### config.mk
export PLATFORM = sky130hd
export DESIGN_NAME = pci_parity_engine
export DESIGN_NICKNAME = d
export VERILOG_FILES = /design/src/rtl/pci_par_pkg.sv /design/src/rtl/par_lane_xor.sv /design/src/rtl/par_err_judge.sv /design/src/rtl/pci_parity_engine.sv
export SDC_FILE = /design/constraint.sdc
export NUM_CORES = 1
export LEC_CHECK = 0
export CORE_MARGIN = 4
export CORE_UTILIZATION = 65
export CTS_CLUSTER_DIAMETER = 40
export DETAILED_ROUTE_END_ITERATION = 8
export DONT_BUFFER_PORTS = 1
export GPL_TIMING_DRIVEN = 0
export PLACE_DENSITY = 0.79
export REMOVE_ABC_BUFFERS = 1
export SLEW_MARGIN = 20
export SYNTH_ARGS = -nofsm -noshare
export SYNTH_HDL_FRONTEND = slang
export SYNTH_HIERARCHICAL = 1
export SYNTH_SLANG_ARGS = --single-unit
export TNS_END_PERCENT = 20
### constraint.sdc
create_clock -name clk -period 2.6 [get_ports clk]
set_clock_uncertainty 0.1 [all_clocks]
set_input_delay 0.39 -clock clk [delete_from_list [all_inputs] [get_ports clk]]
set_output_delay 0.39 -clock clk [all_outputs]
set_load 0.01 [all_outputs]
### src/rtl/pci_par_pkg.sv
package pci_par_pkg;

    localparam int LANE_AD_W = 32;
    localparam int LANE_BE_W = 4;

    typedef struct packed {
        logic chk_addr;
        logic chk_data;
        logic chk_wide;
    } phase_q_t;

    typedef struct packed {
        logic perr;
        logic serr;
        logic det;
        logic sig;
    } err_flags_t;

endpackage

### src/rtl/par_lane_xor.sv
module par_lane_xor #(
    parameter int W = 36
) (
    input  logic [W-1:0] bits,
    output logic         par
);
    // Parity bit that makes the lane plus this bit carry an even count of ones.
    assign par = ^bits;
endmodule

### src/rtl/par_err_judge.sv
module par_err_judge #(
    parameter int LANES = 2
) (
    input  logic [LANES-1:0] lane_gen,
    input  logic [LANES-1:0] lane_rx,
    input  logic             chk_addr,
    input  logic             chk_data,
    input  logic             chk_wide,
    input  logic             resp_en,
    input  logic             sys_en,
    output logic             addr_err,
    output logic             data_err,
    output logic             perr_req,
    output logic             serr_req
);
    logic [LANES-1:0] lane_mask;
    logic [LANES-1:0] lane_bad;
    logic             any_bad;

    // Lane 0 is always covered; the upper lanes only on 64-bit phases.
    for (genvar g = 0; g < LANES; g++) begin : g_mask
        if (g == 0) begin : g_base
            assign lane_mask[g] = 1'b1;
        end else begin : g_ext
            assign lane_mask[g] = chk_wide;
        end
    end

    always_comb begin
        lane_bad = (lane_gen ^ lane_rx) & lane_mask;
        any_bad  = |lane_bad;
        data_err = chk_data & any_bad;
        addr_err = chk_addr & any_bad;
        perr_req = data_err & resp_en;
        serr_req = addr_err & resp_en & sys_en;
    end
endmodule

### src/rtl/pci_parity_engine.sv
module pci_parity_engine
    import pci_par_pkg::*;
#(
    parameter int LANES       = 2,
    parameter int CMD_W       = 16,
    parameter int PERR_EN_BIT = 6,
    parameter int SERR_EN_BIT = 8,
    localparam int AD_W       = LANES * LANE_AD_W,
    localparam int BE_W       = LANES * LANE_BE_W
) (
    input  logic             clk,
    input  logic             rst_n,
    input  logic [AD_W-1:0]  ad_in,
    input  logic [BE_W-1:0]  cbe_in,
    input  logic [LANES-1:0] par_rx,
    input  logic             addr_phase,
    input  logic             data_phase,
    input  logic             drive_phase,
    input  logic             wide_phase,
    input  logic [CMD_W-1:0] cmd_reg,
    output logic [LANES-1:0] par_tx,
    output logic             perr_n,
    output logic             serr_n,
    output logic             stat_det_set,
    output logic             stat_sig_set
);

    typedef struct packed {
        logic [LANES-1:0] lane_par;
        phase_q_t         phase;
        err_flags_t       flags;
        logic [1:0]       started;
    } state_t;

    localparam state_t STATE_RST = '0;

    state_t           st_d, st_q;
    logic [LANES-1:0] lane_now;
    logic             addr_err, data_err, perr_req, serr_req;

    // One XOR tree per 32-bit lane with its four byte enables.
    for (genvar g = 0; g < LANES; g++) begin : g_lane
        par_lane_xor #(.W(LANE_AD_W + LANE_BE_W)) u_lane (
            .bits ({ad_in[g*LANE_AD_W +: LANE_AD_W], cbe_in[g*LANE_BE_W +: LANE_BE_W]}),
            .par  (lane_now[g])
        );
    end

    // Compare cycle: the stored phase meets the parity pins that trail it.
    par_err_judge #(.LANES(LANES)) u_judge (
        .lane_gen (st_q.lane_par),
        .lane_rx  (par_rx),
        .chk_addr (st_q.phase.chk_addr),
        .chk_data (st_q.phase.chk_data),
        .chk_wide (st_q.phase.chk_wide),
        .resp_en  (cmd_reg[PERR_EN_BIT]),
        .sys_en   (cmd_reg[SERR_EN_BIT]),
        .addr_err (addr_err),
        .data_err (data_err),
        .perr_req (perr_req),
        .serr_req (serr_req)
    );

    always_comb begin
        st_d                = st_q;
        st_d.lane_par       = lane_now;
        st_d.phase.chk_addr = addr_phase & ~drive_phase;
        st_d.phase.chk_data = data_phase & ~drive_phase;
        st_d.phase.chk_wide = wide_phase;
        st_d.flags.perr     = perr_req;
        st_d.flags.serr     = serr_req;
        st_d.flags.det      = addr_err | data_err;
        st_d.flags.sig      = serr_req;
        st_d.started        = {st_q.started[0], 1'b1};
    end

    always_ff @(posedge clk or negedge rst_n) begin
        if (!rst_n) begin
            st_q <= STATE_RST;
        end else begin
            st_q <= st_d;
        end
    end

    assign par_tx       = st_q.lane_par;
    assign perr_n       = ~st_q.flags.perr;
    assign serr_n       = ~st_q.flags.serr;
    assign stat_det_set = st_q.flags.det;
    assign stat_sig_set = st_q.flags.sig;


    par_lo_delay_chk: assert property (@(posedge clk) disable iff (!rst_n)
        st_q.started[0] |-> par_tx[0] == $past(^{ad_in[LANE_AD_W-1:0], cbe_in[LANE_BE_W-1:0]}));


    perr_enable_chk: assert property (@(posedge clk) disable iff (!rst_n)
        !perr_n |-> $past(cmd_reg[PERR_EN_BIT]));


    serr_enable_chk: assert property (@(posedge clk) disable iff (!rst_n)
        !serr_n |-> $past(cmd_reg[PERR_EN_BIT] && cmd_reg[SERR_EN_BIT]));


    perr_status_chk: assert property (@(posedge clk) disable iff (!rst_n)
        (!perr_n || !serr_n) |-> stat_det_set);


    perr_source_chk: assert property (@(posedge clk) disable iff (!rst_n)
        (st_q.started[1] && !perr_n) |-> $past(data_phase && !drive_phase, 2));


    serr_source_chk: assert property (@(posedge clk) disable iff (!rst_n)
        (st_q.started[1] && !serr_n) |-> $past(addr_phase && !drive_phase, 2));

endmodule

==> flow_metrics.env <==
export IMPL_dieArea_um2=2120
export IMPL_tightest_slew_ns=0.419
export IMPL_r2r_cells=3
export IMPL_yosysSeqAreaShare_pct=21.2
export IMPL_setup_viol_count_final=0
export IMPL_drtAntennaViolNets=0
export IMPL_areaGrowthSynthToFinish_pct=3.85
export IMPL_gr_total_overflow=0
export IMPL_rsz0062_at_grt="no"
export IMPL_core_rowCount=13
export IMPL_nets=197
export IMPL_die_w_um=46.1
export IMPL_fillerInstances=104
export IMPL_ys_warn_count=6
export IMPL_clkTransAtPathRegs_ns=0.06
export IMPL_final_common_cell="xnor2_1"
export IMPL_synth_cell_area_um2=942
export IMPL_track_usage_pct=14.8
export IMPL_rr_startpoint="par_tx[1]"
export IMPL_synth_seq_cells=8
export IMPL_drt_iter0_markers=9
export IMPL_post_cts_resized=0
export IMPL_clock_latency_ns=0.25
export IMPL_dp_cells=110
export IMPL_hp_class="in -> reg"
export IMPL_grt_max_degree=9
export IMPL_outcome="finished, final reports clean"
export IMPL_drive_above_1_share_pct=3.03
export IMPL_cts_sinks=8
export IMPL_ios=102
export IMPL_place_port_buffers=0
export IMPL_clock_root_buffer="clkbuf_4"
export IMPL_rrSetupSlack_ns=1.20
export IMPL_whs_endpoint="st_q[6]"
export IMPL_stdcell_count=114
export IMPL_period_share_pct=54.4
export IMPL_worstSetupPathType="in -> reg"
export IMPL_grt_pass1_wl_um=2190
export IMPL_min_period_ns=1.42
export IMPL_post_cts_buffers=0
export IMPL_cts_made_buffers=3
export IMPL_place_hpwl_um=1620
export IMPL_finalSetupTns_ns=0
export IMPL_core_area_um2=1330
export IMPL_drc=0
export IMPL_crit_arrival_ns=1.45
export IMPL_r2r_end="stat_det_set"
export IMPL_slew_violations=0
export IMPL_final_cell_mix="xnor2_1, xor2_1, dfrtp_1"
export IMPL_power_leakage_nw=0.334
export IMPL_grt_antenna_before_repair=0
export IMPL_start_kind="primary input"
export IMPL_synth_distinct_cells=12
export IMPL_end_kind="flip-flop"
export IMPL_syn_area_per_cell_um2=9.71
export IMPL_wirelength_um=1780
export IMPL_vias=657
export IMPL_h_tree_depth=1
export IMPL_clk_path_buf_depth=2
export IMPL_hold_depth=0
export IMPL_drtPass1Iterations=4
export IMPL_hold_viol_final=0
export IMPL_power_density_nw_per_um2=662
export IMPL_wl_per_cell_um=15.6
export IMPL_max_cap_violations=0
export IMPL_via_per_inst=5.76
export IMPL_n_antenna_cell=0
export IMPL_cts_tree="yes"
export IMPL_ir_drop_mv=0.295
export IMPL_finalWeightedCongestion=0.781
export IMPL_grt_pass1_vias=592
export IMPL_worstPathRequired_ns=2.64
export IMPL_crit_fanout=1
export IMPL_die_y_um=46.1
export IMPL_clock_fmax_mhz=707
export IMPL_netlist_instances=97
export IMPL_start_util_pct=70.6
export IMPL_hold_path_startpoint="wide_phase"
export IMPL_relSlewSlack_pct=71.9
[report_power, final]
part / internal, mW / total [mW] / switching (mW)
sequential: 0.157 / 0.189 / 0.0318
clock: 0.0527 / 0.0928 / 0.0401
combinational: 0.229 / 0.366 / 0.137
total: 0.439 / 0.647 / 0.209
[metal layers]
layer | global-route usage [%] | vias to the layer above | wire, um
li1 | - | 305 | -
met1 | 12.7 | 283 | 444
met2 | 29.1 | 66 | 984
met3 | 5.47 | 3 | 335
met4 | 6.82 | 0 | 14
met5 | 0 | - | 0
[timing repair]
| action | in CTS | in global routing |
|---|---|---|
| endpoints found under the setup margin | 0 | 0 |
| endpoints found under the hold margin | 8 | 0 |
| hold buffers | 1 | 0 |
[flip-flops by register name (all words and copies together), names as in the netlist]
signal and cells:
stat_sig_set 1, st_q 4, stat_det_set 1, par_tx 2
[worst max-delay path by stage]
stage,start,to,slack [ns]
final,ad_in[24],par_tx[0],1.18
after global routing,ad_in[24],par_tx[0],1.13
after CTS,ad_in[28],par_tx[0],1.19
after detailed placement,ad_in[28],par_tx[0],0.92
after global placement,ad_in[24],par_tx[0],0.95
after floorplan,ad_in[24],par_tx[0],1.00
[cells by family after synthesis]
kind of cell / synth area share [%]
XOR/XNOR: 68.0
buffers and inverters: 3.19
flip-flops: 21.2
AND/OR/NAND/NOR: 4.91
AO/OA/AOI/OAI: 2.66
[area by class of cell]
class                           instances  area [um2]  area share (%)
Multi-Input combinational cell         83         712            72.8
Clock buffer                            3        22.5            2.30
Inverter                                4        15.0            1.53
Sequential cell                         8         200            20.5
Tap cell                               15        18.8            1.92
Timing Repair Buffer                    1        10.0            1.02
[critical path, cell delays in order]
cell and delay [ns]:
xor2_1 0.16, xnor2_1 0.20, xnor2_1 0.15, xnor3_1 0.42, xnor2_1 0.13
[stage by stage]
| step | power (mW) | area (um2) | hold slack (ns) | utilization [%] | worst slack [ns] |
|---|---|---|---|---|---|
| after floorplan | 0.521 | 927 | -0.00559 | - | 1.00 |
| after global placement | 0.545 | 946 | -0.00541 | 70.9 | 0.949 |
| after detailed placement | 0.555 | 946 | -0.00541 | 70.9 | 0.922 |
| after CTS | 0.656 | 978 | 0.0533 | 73.4 | 1.19 |
| after global routing | 0.695 | 978 | 0.0489 | 73.4 | 1.13 |
| final | 0.647 | 978 | 0.0637 | 73.4 | 1.18 |
[synthesized netlist by cell type (all sizes together)]
cell type,n,area [um2]
xnor3,2,45.0
xnor2,60,526
nand4,1,6.26
nor2b,2,12.5
buf,2,15.0
nand2,3,11.3
or2,1,6.26
nand3,2,10.0
dfrtp,8,200
xor2,8,70.1
inv,4,15.0
o22ai,4,25.0
Power figures use the tool's default switching activity.
